File: src/rtl/aft_pkg.sv
package aft_pkg;
  typedef enum logic [2:0] {
    PH_IDLE,
    PH_SETTLE,
    PH_COARSE,
    PH_MID,
    PH_FINE
  } phase_e;

  typedef enum logic [1:0] {
    LVL_LOW  = 2'b00,
    LVL_MID  = 2'b01,
    LVL_HIGH = 2'b10,
    LVL_GAP  = 2'b11
  } level_e;
endpackage

File: src/rtl/aft_sync_filter.sv
module aft_sync_filter (
  input  logic clk_i,
  input  logic rst_ni,
  input  logic tick_i,
  input  logic raw_i,
  output logic filt_o
);
  logic phase_q, last_q, filt_q, sample;

  assign sample = tick_i && phase_q;

  always_ff @(posedge clk_i or negedge rst_ni) begin
    if (!rst_ni) begin
      phase_q <= 1'b0;
      last_q  <= 1'b0;
      filt_q  <= 1'b0;
    end else if (tick_i) begin
      phase_q <= ~phase_q;
      if (sample) begin
        last_q <= raw_i;
        if (raw_i == last_q) filt_q <= raw_i;
      end
    end
  end

  assign filt_o = filt_q;

  // accepted value only ever moves to a value just sampled
  assert_accept_matches_raw_R7: assert property (@(posedge clk_i) disable iff (!rst_ni)
    (filt_q != $past(filt_q)) |-> (filt_q == $past(raw_i) && $past(sample)));
endmodule

File: src/rtl/aft_interval_timer.sv
module aft_interval_timer #(
  parameter int SETTLE_TICKS = 24,
  parameter int STEP_TICKS   = 4
) (
  input  logic clk_i,
  input  logic rst_ni,
  input  logic clear_i,
  input  logic tick_i,
  input  logic long_i,
  output logic fire_o
);
  localparam int MAXT = (SETTLE_TICKS > STEP_TICKS) ? SETTLE_TICKS : STEP_TICKS;
  localparam int CW   = $clog2(MAXT + 1);
  localparam logic [CW-1:0] LONG_LAST  = CW'(SETTLE_TICKS - 1);
  localparam logic [CW-1:0] SHORT_LAST = CW'(STEP_TICKS - 1);

  logic [CW-1:0] cnt_q;
  logic          at_last;

  assign at_last = (cnt_q == (long_i ? LONG_LAST : SHORT_LAST));
  assign fire_o  = tick_i && at_last && !clear_i;

  always_ff @(posedge clk_i or negedge rst_ni) begin
    if (!rst_ni)      cnt_q <= '0;
    else if (clear_i) cnt_q <= '0;
    else if (tick_i)  cnt_q <= at_last ? '0 : cnt_q + CW'(1);
  end

  assert_count_in_window_R3: assert property (@(posedge clk_i) disable iff (!rst_ni)
    cnt_q <= LONG_LAST || cnt_q <= SHORT_LAST);
endmodule

File: src/rtl/aft_step_calc.sv
module aft_step_calc
  import aft_pkg::*;
#(
  parameter int FW         = 15,
  parameter int CEIL       = 30,
  parameter int MAX_STEPS  = 100,
  parameter int COARSE_INC = 10,
  parameter int MID_INC    = 2,
  parameter int FINE_INC   = 1,
  parameter int SW         = 7
) (
  input  phase_e          phase_i,
  input  logic [FW-1:0]   freq_i,
  input  logic [FW-1:0]   base_i,
  input  logic [SW-1:0]   steps_i,
  output logic [FW-1:0]   nxt_o,
  output logic            over_o
);
  localparam logic [SW-1:0] LAST_STEP = SW'(MAX_STEPS - 1);

  logic [FW-1:0] inc;
  logic [FW:0]   sum, limit;

  always_comb begin
    case (phase_i)
      PH_COARSE: inc = FW'(COARSE_INC);
      PH_MID:    inc = FW'(MID_INC);
      default:   inc = FW'(FINE_INC);
    endcase
    sum    = {1'b0, freq_i} + {1'b0, inc};
    limit  = {1'b0, base_i} + (FW+1)'(CEIL);
    nxt_o  = sum[FW-1:0];
    over_o = (sum >= limit) || (steps_i >= LAST_STEP);
  end
endmodule

File: src/rtl/aft_search_ctrl.sv
module aft_search_ctrl
  import aft_pkg::*;
#(
  parameter int FW           = 15,
  parameter int BACKOFF      = 20,
  parameter int CEIL         = 30,
  parameter int MAX_STEPS    = 100,
  parameter int SETTLE_TICKS = 24,
  parameter int STEP_TICKS   = 4,
  parameter int COARSE_INC   = 10,
  parameter int MID_INC      = 2,
  parameter int FINE_INC     = 1
) (
  input  logic          clk_i,
  input  logic          rst_ni,
  input  logic          start_i,
  input  logic [FW-1:0] stored_freq_i,
  input  logic [1:0]    level_i,
  input  logic          sync_raw_i,
  input  logic          tick_i,
  output logic [FW-1:0] freq_o,
  output logic          load_o,
  output logic          done_o,
  output logic          abort_o
);
  localparam int SW = $clog2(MAX_STEPS + 1);

  phase_e        phase_q, phase_d;
  logic [FW-1:0] freq_q, base_q, nxt_freq;
  logic [SW-1:0] steps_q;
  logic          load_q, done_q, abort_q;
  logic          sync_ok, fire, over, take_step, finish;

  aft_sync_filter u_sync (
    .clk_i  (clk_i),
    .rst_ni (rst_ni),
    .tick_i (tick_i),
    .raw_i  (sync_raw_i),
    .filt_o (sync_ok)
  );

  aft_interval_timer #(
    .SETTLE_TICKS (SETTLE_TICKS),
    .STEP_TICKS   (STEP_TICKS)
  ) u_timer (
    .clk_i   (clk_i),
    .rst_ni  (rst_ni),
    .clear_i (start_i || phase_q == PH_IDLE),
    .tick_i  (tick_i),
    .long_i  (phase_q == PH_SETTLE),
    .fire_o  (fire)
  );

  aft_step_calc #(
    .FW         (FW),
    .CEIL       (CEIL),
    .MAX_STEPS  (MAX_STEPS),
    .COARSE_INC (COARSE_INC),
    .MID_INC    (MID_INC),
    .FINE_INC   (FINE_INC),
    .SW         (SW)
  ) u_step (
    .phase_i (phase_q),
    .freq_i  (freq_q),
    .base_i  (base_q),
    .steps_i (steps_q),
    .nxt_o   (nxt_freq),
    .over_o  (over)
  );

  always_comb begin
    phase_d   = phase_q;
    take_step = 1'b0;
    finish    = 1'b0;
    if (fire) begin
      case (phase_q)
        PH_SETTLE: phase_d = (level_i == LVL_LOW) ? PH_FINE : PH_COARSE;
        PH_COARSE: begin
          if (level_i == LVL_HIGH) phase_d = PH_MID;
          else                     take_step = 1'b1;
        end
        PH_MID: begin
          if (!sync_ok)                 phase_d = PH_COARSE;
          else if (level_i == LVL_LOW)  phase_d = PH_FINE;
          else                          take_step = 1'b1;
        end
        PH_FINE: begin
          if (!sync_ok) phase_d = PH_COARSE;
          else if (level_i == LVL_MID) begin
            finish  = 1'b1;
            phase_d = PH_IDLE;
          end else take_step = 1'b1;
        end
        default: ;
      endcase
    end
    if (take_step && over) phase_d = PH_IDLE;
  end

  always_ff @(posedge clk_i or negedge rst_ni) begin
    if (!rst_ni) begin
      phase_q <= PH_IDLE;
      freq_q  <= '0;
      base_q  <= '0;
      steps_q <= '0;
      load_q  <= 1'b0;
      done_q  <= 1'b0;
      abort_q <= 1'b0;
    end else if (start_i) begin
      phase_q <= PH_SETTLE;
      base_q  <= stored_freq_i;
      freq_q  <= stored_freq_i - FW'(BACKOFF);
      steps_q <= '0;
      load_q  <= 1'b1;
      done_q  <= 1'b0;
      abort_q <= 1'b0;
    end else begin
      phase_q <= phase_d;
      load_q  <= take_step;
      if (finish) done_q <= 1'b1;
      if (take_step) begin
        if (over) begin
          freq_q  <= base_q;
          abort_q <= 1'b1;
        end else begin
          freq_q  <= nxt_freq;
          steps_q <= steps_q + SW'(1);
        end
      end
    end
  end

  assign freq_o  = freq_q;
  assign load_o  = load_q;
  assign done_o  = done_q;
  assign abort_o = abort_q;

  assert_start_reload_R2: assert property (@(posedge clk_i) disable iff (!rst_ni)
    start_i |=> (load_o && !done_o && !abort_o &&
                 freq_o == $past(stored_freq_i - FW'(BACKOFF))));

  assert_done_quiet_R6: assert property (@(posedge clk_i) disable iff (!rst_ni)
    $rose(done_o) |-> (!load_o && $stable(freq_o) && !abort_o));

  assert_abort_restores_R8: assert property (@(posedge clk_i) disable iff (!rst_ni)
    $rose(abort_o) |-> (load_o && freq_o == base_q && !done_o));

  assert_step_budget_R9: assert property (@(posedge clk_i) disable iff (!rst_ni)
    steps_q < SW'(MAX_STEPS));

  assert_change_has_load_R10: assert property (@(posedge clk_i) disable iff (!rst_ni)
    !load_o |-> $stable(freq_o));
endmodule

File: config.mk
export PLATFORM = sky130hd
export DESIGN_NAME = aft_search_ctrl
export DESIGN_NICKNAME = d
export VERILOG_FILES = /design/src/rtl/aft_pkg.sv /design/src/rtl/aft_sync_filter.sv /design/src/rtl/aft_interval_timer.sv /design/src/rtl/aft_step_calc.sv /design/src/rtl/aft_search_ctrl.sv
export SDC_FILE = /design/constraint.sdc
export NUM_CORES = 1
export LEC_CHECK = 0
export BUFFER_PORTS_ARGS = -buffer_cell sky130_fd_sc_hd__buf_2
export CAP_MARGIN = 20
export CORE_AREA = 5 5 107 79
export CTS_CLUSTER_SIZE = 12
export DETAILED_ROUTE_END_ITERATION = 8
export DIE_AREA = 0 0 112 84
export PLACE_DENSITY = 0.73
export SLEW_MARGIN = 30
export SYNTH_ARGS = -nofsm -noshare
export SYNTH_HDL_FRONTEND = slang
export SYNTH_SLANG_ARGS = --single-unit
File: constraint.sdc
create_clock -name clk_i -period 12 [get_ports clk_i]
set_clock_uncertainty 0.2 [all_clocks]
set_input_delay 1.2 -clock clk_i [delete_from_list [all_inputs] [get_ports clk_i]]
set_output_delay 1.2 -clock clk_i [all_outputs]
set_load 0.1 [all_outputs]
==> impl_metrics.csv <==
group,metric,value,unit
synth,synth_top_area_share,33.12,%
floorplan,die_y,84,um
timing,setup_viol,0,
drt,vias,3393,
outcome,status,"finished clean",
drt,drt-wirelength-per-cell,17.15,um
power_and_ir_drop,p_leak,1.775,nW
placed_design,placedCellCount,550,
synth,async_flop_share,100.0,%
timing,setup_slack,6866,ps
flow_run,maxCapViolCount,0,
drt,drtAntennaViolNets,0,
global_routing,grt_max_degree,52,
timing,drv_slew,0,
drt,wl_met1,4633,um
placed_design,io_buffers,39,
worst_setup_path,critPathRequiredTime,12010,ps
drt,route.met3.wl,580,um
synth,synthTopCellsByCount,"51 x dfrtp_1, 48 x nand2_1, 25 x nor2_1, 24 x xor2_1, 22 x ha_1",
synth,synth-seq-cells,51,
cts,hold_buffers,0,
final_layout,diodes,0,
cts,cts_buffer_depth,2,
floorplan,initial_utilization,51.62,%
timing,clock.fmax,194.8,MHz
timing,hold_viol,0,
global_routing,overflow,0,
placed_design,pre_cts_slack,6757,ps
cts,cts_resized,0,
global_routing,antenna_found_initial,0,
worst_setup_path,path_class,"reg -> reg",
cts,clock_latency,320,ps
floorplan,num_rows,27,
drt,viasPerCell,6.081,
worst_setup_path,worstSetupStartpointType,"flop",
floorplan,die_area,9408,um^2
final_layout,final_cells,558,
cts,post_cts_buffers,0,
drt,firstDrtPassIters,5,
cts,cts_tree,"yes",
drt,remaining_drc_errors,0,
cts,cts_made_buffers,5,
synth,netlist-cell-type-count,65,
timing,slew_headroom,38.69,%
synth,synth_most_common_cell,"dfrtp_1",
cts,htree_num_levels,2,
placed_design,place.gp.congestion,0.8908,
synth,synth_top_cell_by_area,"dfrtp_1",
hold_path,hold_path.class,"reg -> reg",
worst_setup_path,cp_max_fo,19,
floorplan,io_pins,40,
timing,post-route-period-util,42.79,%
power_and_ir_drop,vdd_drop_max,0.05825,mV
synth,ys_seq_area_share,33.12,%
synth,synth_fp_nets,473,
final_layout,drive_above_1_share,16.41,%
placed_design,dp_hpwl,6830,um
timing,tns,0,ps
cts,cts.root.buffer_cell,"clkbuf_8",
drt,top_layer,"met4",
floorplan,coreArea,7466,um^2
final_layout,nets,500,
timing,rsz0062_at_grt,"false",
synth,synth_area_leaders,"dfrtp_1 33%, ha_1 7.1%, xor2_1 5.5%",
drt,drt_iter0_drc,337,
worst_setup_path,crit_arrival,5140,ps
global_routing,grt_pass1_wl,16280,um
synth,syn-cell-area,3854,um^2
timing,finalCriticalPeriod,5134,ps
global_routing,grt_pass1_vias,3263,
timing,tightest_slew,919.7,ps
drt,wl_met2,4237,um
cts,path_clk_slew,110,ps
final_layout,areaGrowthSynthToFinish,9.935,%
synth,syn_area_per_cell,8.983,um^2
cts,clock-sinks,51,
synth,synth_enable_flop_cells,0,
worst_setup_path,cp-end-kind,"flop",
floorplan,fp.dieW,112,um
synth,yosysWarningCount,0,
synth,ys.flop_type,"dfrtp_1",
drt,wirelength,9570,um
power_and_ir_drop,power_density,123.0,nW/um^2
synth,synthCells,429,
global_routing,grt_usage,21.06,%
## final timing paths
path                                            from                         to  slack, ps  depth (start not counted)
max                           phase_q[1]$_DFFE_PN0P_      freq_o[7]$_DFFE_PN0P_       6870                         14
min                        u_sync.last_q$_DFFE_PN0P_  u_sync.last_q$_DFFE_PN0P_        280                          1
max reg2reg                   phase_q[1]$_DFFE_PN0P_      freq_o[7]$_DFFE_PN0P_       6870                         14
min reg2reg                u_sync.last_q$_DFFE_PN0P_  u_sync.last_q$_DFFE_PN0P_        280                          1
max in group asynchronous                     rst_ni     base_q[13]$_DFFE_PN0P_      10340                          2
min in group asynchronous                     rst_ni      freq_o[1]$_DFFE_PN0P_        780                          2
## layout by cell type, fill, tap and decap left out, types with 4 or more instances in the layout
master    count
a21oi_1      16
clkbuf_8      5
inv_1        13
nand3_1      17
xnor2_1      14
nor4_1        9
nor2b_1       9
a21o_1        8
nor3_1       15
nand2_1      48
ha_1         22
o21ai_1       8
mux2_2       12
xor2_1       24
nand2b_1      4
mux2i_1       8
a31oi_1      10
and3_1        6
dfrtp_1      51
o21a_1        4
nand4_1      10
buf_2        39
nor2_1       25
o21ai_0      16
## critical path, cell delays in order, from the launching register on
cell and delay, ps:
dfrtp_1 530, nor2b_1 630, inv_1 240, ha_1 280
o21ai_0 400, o211a_1 340, nor4_1 90, xnor2_1 260
ha_1 290, and3_1 170, o21ai_0 190, o2111ai_1 330
a21oi_4 630, o221ai_1 180, a31o_2 250
## power by group
group | internal (mW) | leakage (nW) | switching, mW
clock network | 0.0832 | 0.0644 | 0.0624
logic | 0.0531 | 1.08 | 0.112
registers | 0.187 | 0.628 | 0.0227
total | 0.324 | 1.78 | 0.197
## layout make-up
| cell class | instances | area [um^2] |
|---|---|---|
| clock buffers | 5 | 68.82 |
| clock inverters | 3 | 67.56 |
| fillers | 682 | 3229 |
| inverters | 13 | 48.80 |
| multi-input cells | 344 | 2439 |
| flip-flops and latches | 51 | 1276 |
| well taps | 101 | 126.4 |
| repair buffers | 41 | 210.2 |
## metal layers
metal	vias up	GRT usage, %
met2	124	32.05
li1	1631	-
met3	11	3.043
met1	1627	31.34
met4	0	5.349
met5	-	0
## registers in the layout, indices dropped and copies added, names as in the netlist
| signal | count |
|---|---|
| load_o | 1 |
| base_q | 15 |
| steps_q | 7 |
| u_sync.last_q | 1 |
| phase_q | 3 |
| freq_o | 15 |
| u_sync.phase_q | 1 |
| u_timer.cnt_q | 5 |
| abort_o | 1 |
| u_sync.filt_o | 1 |
| done_o | 1 |
## metrics by stage
stage               utilization [%]  area, um^2  hold slack [ps]  total power, mW
floorplan                         -        3854            242.7           0.3342
global placement              54.82        4093            254.5           0.3716
detailed placement            54.82        4093            263.6           0.3754
CTS                           56.64        4229            288.4           0.5239
global route                  56.75        4237            312.3           0.5538
finish                        56.75        4237            283.0           0.5209
## cells by family (layout without fill, tap and decap cells)
logic type / after synthesis / in the layout / synth area share (%)
simple gates: 165 / 165 / 22.92
compound gates: 98 / 98 / 18.12
buf+inv: 34 / 62 / 3.896
flops: 51 / 51 / 33.12
xor+xnor: 38 / 38 / 8.636
mux: 21 / 21 / 6.169
fa+ha+maj: 22 / 22 / 7.143
Power figures use the tool's default switching activity.
